File: src/rtl/mdio_mgmt_master.sv
module mdio_mgmt_master (
  input  logic        clk,
  input  logic        rst_n,
  input  logic [2:0]  bus_word,
  input  logic        bus_we,
  input  logic [63:0] bus_wdata,
  output logic [63:0] bus_rdata,
  output logic        mdc,
  output logic        mdio_o,
  output logic        mdio_oe,
  input  logic        mdio_i
);
  localparam logic [5:0] PRE_LEN = 6'd32;
  localparam logic [5:0] FRM_LEN = 6'd32;

  logic [4:0]  c_reg, c_phy;
  logic [1:0]  c_op;
  logic [15:0] wr_data, rd_data, rx;
  logic        wr_val, wr_pend, rd_val, rd_pend;
  logic [7:0]  ck_phase;
  logic [3:0]  ck_samp;
  logic [4:0]  ck_shi;
  logic        ck_pre, ck_idle, ck_smode, ck_c45, en;
  logic        busy, is_rd;
  logic [5:0]  pre_left, bits_left;
  logic [31:0] sh;
  logic [8:0]  cnt;

  wire unused_bits = ^{bus_wdata[63:25], bus_wdata[23:21]};

  wire [8:0]  half    = (ck_phase == 8'd0) ? 9'd1 : {1'b0, ck_phase};
  wire [8:0]  bit_end = {half[7:0], 1'b0} - 9'd1;
  wire [8:0]  samp_at = ({5'd0, ck_samp} > bit_end) ? bit_end : {5'd0, ck_samp};
  wire        in_pre  = pre_left != 6'd0;
  wire        take    = busy && is_rd && !in_pre && bits_left <= 6'd16 && cnt == samp_at;
  wire [15:0] rx_nx   = take ? {rx[14:0], mdio_i} : rx;

  wire        cmd_go  = bus_we && bus_word == 3'd0 && en && !busy;
  wire [1:0]  op_w    = bus_wdata[17:16];
  wire        rd_new  = ck_c45 ? op_w[1] : op_w[0];
  wire [1:0]  wop     = ck_c45 ? op_w : (op_w[0] ? 2'b10 : 2'b01);
  wire [1:0]  st      = ck_c45 ? 2'b00 : 2'b01;
  wire [31:0] frame   = {st, wop, bus_wdata[12:8], bus_wdata[4:0], 2'b10, wr_data};

  assign mdc     = busy ? (cnt >= half) : ck_idle;
  assign mdio_o  = busy ? (in_pre | sh[31]) : 1'b1;
  assign mdio_oe = busy && !(is_rd && !in_pre && bits_left <= 6'd18);

  always_comb begin
    case (bus_word)
      3'd0:    bus_rdata = {46'd0, c_op, 3'd0, c_phy, 3'd0, c_reg};
      3'd1:    bus_rdata = {46'd0, wr_pend, wr_val, wr_data};
      3'd2:    bus_rdata = {46'd0, rd_pend, rd_val, rd_data};
      3'd3:    bus_rdata = {39'd0, ck_c45, 3'd0, ck_shi, ck_smode, 1'b0,
                            ck_idle, ck_pre, ck_samp, ck_phase};
      3'd4:    bus_rdata = {63'd0, en};
      default: bus_rdata = 64'd0;
    endcase
  end

  always_ff @(posedge clk or negedge rst_n) begin
    if (!rst_n) begin
      {c_op, c_phy, c_reg} <= '0;
      wr_data <= '0; rd_data <= '0; rx <= '0;
      {wr_val, wr_pend, rd_val, rd_pend} <= '0;
      ck_phase <= 8'd5; ck_samp <= 4'd2; ck_pre <= 1'b1; ck_idle <= 1'b0;
      ck_smode <= 1'b0; ck_shi <= '0; ck_c45 <= 1'b0; en <= 1'b1;
      busy <= 1'b0; is_rd <= 1'b0; pre_left <= '0; bits_left <= '0;
      sh <= '0; cnt <= '0;
    end else begin
      if (bus_we) begin
        case (bus_word)
          3'd0: if (cmd_go) {c_op, c_phy, c_reg} <= {op_w, bus_wdata[12:8], bus_wdata[4:0]};
          3'd1: wr_data <= bus_wdata[15:0];
          3'd3: begin
            ck_phase <= bus_wdata[7:0];  ck_samp <= bus_wdata[11:8];
            ck_pre   <= bus_wdata[12];   ck_idle <= bus_wdata[13];
            ck_smode <= bus_wdata[15];   ck_shi  <= bus_wdata[20:16];
            ck_c45   <= bus_wdata[24];
          end
          3'd4: begin
            en <= bus_wdata[0];
            if (bus_wdata[0] && !en) ck_c45 <= 1'b0;
          end
          default: ;
        endcase
      end
      rx <= rx_nx;
      if (!en) begin
        busy <= 1'b0; wr_pend <= 1'b0; rd_pend <= 1'b0;
      end else if (cmd_go) begin
        busy <= 1'b1; is_rd <= rd_new; cnt <= '0; sh <= frame;
        pre_left <= ck_pre ? PRE_LEN : 6'd0;
        bits_left <= FRM_LEN;
        if (rd_new) begin rd_pend <= 1'b1; rd_val <= 1'b0; end
        else begin wr_pend <= 1'b1; wr_val <= 1'b0; end
      end else if (busy) begin
        if (cnt == bit_end) begin
          cnt <= '0;
          if (in_pre) pre_left <= pre_left - 6'd1;
          else begin
            sh <= sh << 1;
            bits_left <= bits_left - 6'd1;
            if (bits_left == 6'd1) begin
              busy <= 1'b0;
              if (is_rd) begin rd_pend <= 1'b0; rd_val <= 1'b1; rd_data <= rx_nx; end
              else begin wr_pend <= 1'b0; wr_val <= 1'b1; end
            end
          end
        end else cnt <= cnt + 9'd1;
      end
    end
  end
endmodule

File: config.mk
export PLATFORM = sky130hd
export DESIGN_NAME = mdio_mgmt_master
export DESIGN_NICKNAME = d
export VERILOG_FILES = /design/src/rtl/mdio_mgmt_master.sv
export SDC_FILE = /design/constraint.sdc
export NUM_CORES = 1
export LEC_CHECK = 0
export BUFFER_PORTS_ARGS = -buffer_cell sky130_fd_sc_hd__buf_2
export CAP_MARGIN = 15
export CELL_PAD_IN_SITES_DETAIL_PLACEMENT = 0
export CELL_PAD_IN_SITES_GLOBAL_PLACEMENT = 1
export CORE_ASPECT_RATIO = 0.5
export CORE_MARGIN = 2
export CORE_UTILIZATION = 47
export CTS_CLUSTER_SIZE = 24
export DETAILED_ROUTE_END_ITERATION = 6
export PLACE_DENSITY_LB_ADDON = 0.25
export REMOVE_ABC_BUFFERS = 1
export SLEW_MARGIN = 20
export SYNTH_ARGS = -nofsm -noshare
export SYNTH_HDL_FRONTEND = slang
export SYNTH_SLANG_ARGS = --single-unit
export TNS_END_PERCENT = 50
File: constraint.sdc
create_clock -name clk -period 8.56 [get_ports clk]
set_clock_uncertainty 0.05 [all_clocks]
set_input_delay 1.712 -clock clk [delete_from_list [all_inputs] [get_ports clk]]
set_output_delay 1.712 -clock clk [all_outputs]
set_load 0.01 [all_outputs]
* After elaboration in Yosys (flattened, before gate mapping) *
Cells that the tools add are included.

word-level totals
  register bits after elaboration = 141
  input port bits = 71
  output and inout port bits = 67
  logic and storage cells = 157

operators by class
  add/subtract/negate cells = 4
  $lt $le $gt $ge = 4
  equality and inequality tests = 20
  mux-type cells = 64
  bitwise logic cells = 3
  reduce and logical (&&, ||, !) cells = 38

operator list
  kind                                                             count
  two-way mux 32 bit                                               4
  one-hot mux 25 bit (5 select lines)                              1
  two-way mux 6 bit                                                9
  two-way mux 1 bit                                                41
  two-way mux 9 bit                                                4
  AND reduction 7 bit                                              3
  equality test 9 bit                                              2
  two-way mux 16 bit                                               1
  less-or-equal comparator 6 x 5 -> 1 bit (second input constant)  2
  inequality test 3 x 1 -> 1 bit (second input constant)           4
  AND reduction 6 bit                                              2
  nonzero test 2 bit                                               6
  subtractor 6 x 1 -> 6 bit (second input constant)                2
  logical AND 1 bit                                                11
  AND reduction 2 bit                                              5
  adder 9 x 1 -> 9 bit (second input constant)                     1
  >= comparator 9 x 8 -> 1 bit                                     1
  greater-than comparator 4 x 9 -> 1 bit                           1
  inequality test 3 x 2 -> 1 bit (second input constant)           3
  subtractor 9 x 1 -> 9 bit (second input constant)                1
  zero test 8 bit                                                  1
  two-way mux 8 bit                                                1
  AND reduction 4 bit                                              2
  equality test 3 x 2 -> 1 bit (second input constant)             2
  other kinds (14)                                                 23

* Longest topological paths before layout *
Gate-level depths: netlist of run 1.

  depth after elaboration = 8
  gate-level depth with buffers = 15
  mapped depth without buffers = 13

* Least setup slack after synthesis of run 1 *
Ideal clock, no wire load.

  kind = in2out
  start = input bus_word[0]
  end = output bus_rdata[13]
  data arrival time = 3058 ps
  data required time = 6798 ps
  path slack = 3740 ps
  stages = 5
  path buffers = 2
  cell sequence = buf_1 > clkbuf_1 > mux2_2 > a22oi_1 > nor2_1

between the ends
  cells in the longest elaborated chain, start to end = 2
  elaborated cells on any way between the ends = 6
  those cells by class = eq/ne (4); mux (1); reduce/logical (1)

RTL lines
  what                                         line  RTL
  from (decl)                                  4     input logic [2:0] bus_word,
  equality test 3 bit (tied with other cells)  50    case (bus_word)
  one-hot mux 25 bit (5 select lines) *        50
  to (decl)                                    7     output logic [63:0] bus_rdata,

Every way passes the cells marked *; elsewhere a longest branch is shown, timed or not.

* Final worst setup path of run 1 *
  start = input bus_word[0]
  end = output bus_rdata[5]

The elaborated chain is that of the path after synthesis.

==> results.toml, run 1 <==
[sta]
finalHoldViolations = 0
period_share = 0.601
period_needed_ns = 5.14
setup_ws_ns = 3.42
fin_tns_setup_ns = 0
worst_slew_pin_slew_ns = 1.10
maxSlewViolCount = 0
grt_setup_unrepaired = "no"
max_freq_mhz = 194
relSlewSlack = 0.266
setup_viol = 0

[synthesis]
synth_cells = 708
synth_area_leader_cell = "dfrtp_1"
ys_warn_count = 0
synth_most_common_cell = "dfrtp_1"
synth_seq_area_share = 0.465
synth_area_leaders = "dfrtp_1, mux2_2, nand2_1"
ys_dominant_reg_cell = "dfrtp_1"
yosysTopAreaCellShare = 0.448
ys_async_sr_fraction = 1.00
yosys-top-cells-count = "dfrtp_1, nand2_1, mux2_2"
ys_ff_latch = 141
syn_area_per_cell_sq_um = 10.7
synth_edf_count = 0
syn_area_sq_um = 7600
ys_types = 64

[worst_hold_path]
min_path_type = "reg -> reg"

[layout]
stdcell_area_sq_um = 8420
final_util = 0.539
drive_gt1_frac = 0.258
fillCellCount = 1379
largest_reg_flops = 32
final_net_count = 831
diodes = 0
largest-register = "sh"
syn_to_final_growth_pct = 10.7

[worst_setup_path]
cp_max_fo = 22
cp_cell_sequence = "buf_2, nor2b_1, a22oi_1, nor2_1, buf_2"
worstPathRequired_ns = 6.80
cp.arrival_ns = 3.38
start_kind = "input port"
cp_top_family = "simple AND/OR/NAND/NOR gates"
crit_top_cell = "buf_2"
critPathBufInv = 2
cp-end-kind = "output port"
cpPeakStageDelay_ns = 0.61
slowest_stage = "nor2b_1"
crit_type = "in -> out"

[clock_network]
clk_latency_ns = 0.43
root_buffer = "clkbuf_16"
cts_tree = "yes"
post_cts_buffers = 0
clock_path_buffers = 2
htreeDepth = 4
cts_buffers = 17
clk_pin_slew_ns = 0.06
numClockSinks = 141
post_cts_resized = 0
hold_buffers = 0

[floorplanning]
initial_core_util = 0.487
rows = 32
die_h_um = 93.9
die_x_um = 184
die_area_sq_um = 17300
core-area_sq_um = 15600
ios = 138

[pwr]
power_density_nw_per_um2 = 243
vdd_drop_max_uv = 143
p_leak_nw = 4.00
finalPower_mw = 2.04

[global_routing]
antenna_found_initial = 0
grt_first_pass_wirelength_um = 28200
grt_util_all_layers = 0.213
grt_pass1_vias = 5310
grt_max_degree = 84
grt-ovfl-total = 0

[placed_design]
placed_area_sq_um = 7860
place.gp.congestion = 0.798
dpl_worst_slack_ns = 3.38
dp_hpwl_um = 11100
io_buffers = 53

[detailed_routing]
routed_wl_um = 16800
wire_per_inst_um = 17.5
drc = 0
final_antenna_net_count = 0
dr_total_vias = 5204
drt_pass1_iterations = 4
drtIter0Drc = 347
vias_per_cell = 5.42

[run]
maxCapViolations = 0

[status]
status = "completed"
per-stage QoR:
stage          hold slack, ns  instances
6_report                0.426        961
4_1_cts                 0.427        961
3_5_place_dp            0.412        929
5_1_grt                 0.442        961
2_1_floorplan           0.388        666
3_3_place_gp            0.400        929
power by group:
group	total, mW	internal [mW]	switching [mW]
clock	0.712	0.411	0.301
combinational	0.436	0.222	0.214
sequential	0.896	0.773	0.123
total	2.04	1.41	0.638
layout by cell type (no fill, tap or decap), types with 9 or more instances in the layout:
cell       synthesis  final
inv_1             18     18
dfrtp_1          136    136
o21ai_0           40     40
clkbuf_16          0     17
nand2_1           89     87
a21o_1            12     12
a21oi_1           19     19
buf_2              8     52
xnor2_1           14     14
nor2b_1           22     22
nand3_1           10     10
mux2i_1           20     20
conb_1             1     42
ha_1              16     16
xor2_1            12     12
mux2_2            66     66
nor2_1            29     29
mux2_4            10     10
nand4_1            9      9
mux4_2            10     10
per-layer routing:
metal  part of all wire  vias up  track usage
met5                  0        -            0
met4              0.011        0       0.0647
met3              0.052       18       0.0380
met2               0.44      133        0.332
met1               0.49     2583        0.305
li1                   -     2470            -
worst register-to-register path, stage by stage, from the launching register on:
cell	delay [ns]
dfrtp_1	0.55
nor4_4	0.46
a21oi_1	0.20
ha_1	0.33
xnor2_1	0.26
ha_1	0.28
nand4_1	0.08
o21ai_0	0.07
or3_1	0.32
nor4_1	0.35
o31ai_1	0.15
o22ai_2	0.89
mux2_2	0.45
mux2_1	0.29
final timing paths:
kind	start	endpoint	cells after the start	slack, ns
max	bus_word[0]	bus_rdata[5]	5	3.42
min	c_reg[2]	c_reg[2]	2	0.43
max reg2reg	ck_phase[4]	rd_data[15]	13	3.69
min reg2reg	c_reg[2]	c_reg[2]	2	0.43
max in group asynchronous	rst_n	sh[27]	2	6.10
min in group asynchronous	rst_n	sh[4]	1	1.21
final cells by class:
class / instances / area, sq um / share of cell area
well taps: 204 / 255 / 0.0303
multi-input cells: 507 / 3680 / 0.437
flip-flops and latches: 141 / 3530 / 0.420
clock buffers: 21 / 450 / 0.0535
clock inverters: 11 / 108 / 0.0128
repair buffers: 59 / 320 / 0.0380
inverters: 18 / 67.6 / 0.00803
cell families (layout without fill, tap and decap cells):
| kind of cell | count (synthesis) | in the layout | share of synthesized area |
|---|---|---|---|
| buf+inv | 101 | 109 | 0.0744 |
| simple gates | 211 | 211 | 0.140 |
| other cells | 1 | 42 | 0.000493 |
| fa+ha+maj | 16 | 16 | 0.0263 |
| xor+xnor | 26 | 26 | 0.0300 |
| mux | 108 | 108 | 0.178 |
| flops | 141 | 141 | 0.465 |
| compound gates | 104 | 104 | 0.0851 |
Power figures use the tool's default switching activity.
==> run 2, diff against run 1 <==
--- a/config.mk
+++ b/config.mk
@@ -5,13 +5,14 @@
 export SDC_FILE = /design/constraint.sdc
 export NUM_CORES = 1
 export LEC_CHECK = 0
+export ABC_AREA = 1
 export BUFFER_PORTS_ARGS = -buffer_cell sky130_fd_sc_hd__buf_2
 export CAP_MARGIN = 15
 export CELL_PAD_IN_SITES_DETAIL_PLACEMENT = 0
 export CELL_PAD_IN_SITES_GLOBAL_PLACEMENT = 1
 export CORE_ASPECT_RATIO = 0.5
 export CORE_MARGIN = 2
-export CORE_UTILIZATION = 47
+export CORE_UTILIZATION = 38
 export CTS_CLUSTER_SIZE = 24
 export DETAILED_ROUTE_END_ITERATION = 6
 export PLACE_DENSITY_LB_ADDON = 0.25
==> constraint.sdc (replaced) <==
create_clock -name clk -period 4.7 [get_ports clk]
set_clock_uncertainty 0.05 [all_clocks]
set_input_delay 0.94 -clock clk [delete_from_list [all_inputs] [get_ports clk]]
set_output_delay 0.94 -clock clk [all_outputs]
set_load 0.01 [all_outputs]
==> run 2 against run 1 <==
  * Non-clock buffer count grew 6
  * Routed wire length grew 17%
  * Sequential power grew 67%
  * Synthesized area grew 1.7%
  * Register-to-register slack lost 3.1 ns
  * First-iteration DRC count is the same
  * Largest cell class is now registers
==> results.toml, run 2 <==
[status]
status = "completed"

[clock_network]
htreeDepth = 4
hold_buffers = 0
cts_tree = "yes"
clock_path_buffers = 2
post_cts_resized = 0
post_cts_buffers = 0
clk_pin_slew_ns = 0.06
clk_latency_ns = 0.42
numClockSinks = 141
root_buffer = "clkbuf_16"
cts_buffers = 17

[layout]
syn_to_final_growth_pct = 12.9
largest-register = "sh"
drive_gt1_frac = 0.150
diodes = 0
mostFrequentLayoutCell = "nand2_1"
fillCellCount = 1983
largest_reg_flops = 32
stdcell_area_sq_um = 8730
final_net_count = 1087
final_cell_mix = "nand2_1, dfrtp_1, inv_1"

[detailed_routing]
wire_per_inst_um = 15.4
dr_total_vias = 6189
vias_per_cell = 4.84
final_antenna_net_count = 0
drtIter0Drc = 347
drc = 0
routed_wl_um = 19700
drt_pass1_iterations = 5

[placed_design]
dp_hpwl_um = 13600
placed_area_sq_um = 8140
place.gp.congestion = 0.826
io_buffers = 53

[worst_setup_path]
r2r_cells = 21
cpPeakStageDelay_ns = 0.44
reg2reg_to = "rx[8]"
slowest_stage = "dfrtp_1"
rr_startpoint = "ck_phase[4]"
worstPathRequired_ns = 4.96
cp_max_fo = 10
start_kind = "register"
crit_type = "reg -> reg"
cp-end-kind = "register"
r2r_setup_slack_ns = 0.61
cp.arrival_ns = 4.35
crit_top_cell = "nand2_1"
cp_cell_sequence = "inv_1, nand2_1, nor2_1, nand2_2, nand2_1, inv_1, ha_1, xnor2_1, ha_1, nand4_1, nand2_1, nor2_1, nand2_1, nor2_4, nand3_4, nand3_2, nand3_2, nor2_4, buf_4, nand3_1, and2_1"

[synthesis]
ys_types = 44
ys_warn_count = 0
syn_area_per_cell_sq_um = 8.15
yosys-top-cells-count = "nand2_1, dfrtp_1, inv_1"
syn_area_sq_um = 7730
synth_edf_count = 0
ys_dominant_reg_cell = "dfrtp_1"
ys_ff_latch = 141
synth_seq_area_share = 0.457
yosysTopAreaCellShare = 0.440
synth_most_common_cell = "nand2_1"
synth_area_leader_cell = "dfrtp_1"
ys_async_sr_fraction = 1.00
synth_cells = 949
synth_area_leaders = "dfrtp_1, nand2_1, inv_1"

[sta]
worst_slew_pin_slew_ns = 0.774
period_share = 0.870
grt_setup_unrepaired = "no"
setup_viol = 0
fin_tns_setup_ns = 0
finalHoldViolations = 0
max_freq_mhz = 245
relSlewSlack = 0.484
period_needed_ns = 4.09
maxSlewViolCount = 0

[floorplanning]
die_h_um = 105
die_area_sq_um = 21600
die_x_um = 206
ios = 138
rows = 36
core-area_sq_um = 19700
initial_core_util = 0.393

[pwr]
p_leak_nw = 4.43
power_density_nw_per_um2 = 415
vdd_drop_max_uv = 211
finalPower_mw = 3.63

[worst_hold_path]
whs_path_depth = 2
min_to = "sh[29]"
min_from = "sh[29]"
min_path_type = "reg -> reg"

[global_routing]
grt-ovfl-total = 0
antenna_found_initial = 0
grt_max_degree = 81
grt_pass1_vias = 6125
grt_first_pass_wirelength_um = 32200
grt_util_all_layers = 0.192

[run]
maxCapViolations = 0
run 2: power breakdown:
part / internal (mW) / switching, mW
sequential: 1.37 / 0.127
clock: 0.785 / 0.572
combinational: 0.274 / 0.499
total: 2.43 / 1.20
run 2: worst max-delay path: cells and delay by family, from the launching register on:
kind | cells | cell delay [ns]
and+or+nand+nor | 15 | 1.98
adders and majority gates | 2 | 0.61
buffers and inverters | 3 | 0.54
DFF | 1 | 0.44
xor gates and xnor gates | 1 | 0.36
run 2: how the worst max path moves through the flow:
stage,end,startpoint,slack (ns),depth (start not counted)
after floorplan,sh[17],bus_word[1],-1.02,11
after global placement,rx[6],ck_phase[4],0.67,21
after detailed placement,rx[7],ck_phase[4],0.61,21
after CTS,rx[2],ck_phase[4],0.57,21
after global routing,rd_data[1],ck_phase[4],0.16,24
final,rx[8],ck_phase[4],0.61,21
run 2: cells by family (layout without fill, tap and decap cells):
| group | after synthesis | after routing | synth area share |
|---|---|---|---|
| adders and majority gates | 16 | 16 | 0.0259 |
| other | 1 | 42 | 0.000485 |
| muxes | 29 | 29 | 0.0395 |
| xor gates and xnor gates | 18 | 18 | 0.0204 |
| buffers and inverters | 173 | 196 | 0.109 |
| and+or+nand+nor | 453 | 453 | 0.259 |
| DFF | 141 | 141 | 0.457 |
| AOI/OAI and AO/OA | 118 | 118 | 0.0888 |
run 2: per-stage QoR:
stage | instances | setup slack [ns] | utilization | hold WS [ns]
floorplan | 916 | -1.02 | - | 0.387
global placement | 1247 | 0.671 | 0.413 | 0.401
detailed placement | 1247 | 0.613 | 0.413 | 0.403
CTS | 1279 | 0.575 | 0.443 | 0.419
global route | 1279 | 0.163 | 0.443 | 0.438
finish | 1279 | 0.612 | 0.443 | 0.418
run 2: cell type report:
class	instances	area, sq um	share of cell area
clock buffers	20	467	0.0535
clock inverters	12	126	0.0145
inverters	99	372	0.0426
multi-input cells	676	3520	0.404
flip-flops and latches	141	3530	0.405
well taps	266	333	0.0381
repair buffers	65	374	0.0429
run 2: per-layer routing:
layer,vias to the layer above,GRT usage,share of wire
met5,-,0,0
met3,12,0.0274,0.038
met4,0,0.0514,0.0064
li1,3086,-,-
met2,104,0.292,0.44
met1,2987,0.283,0.52
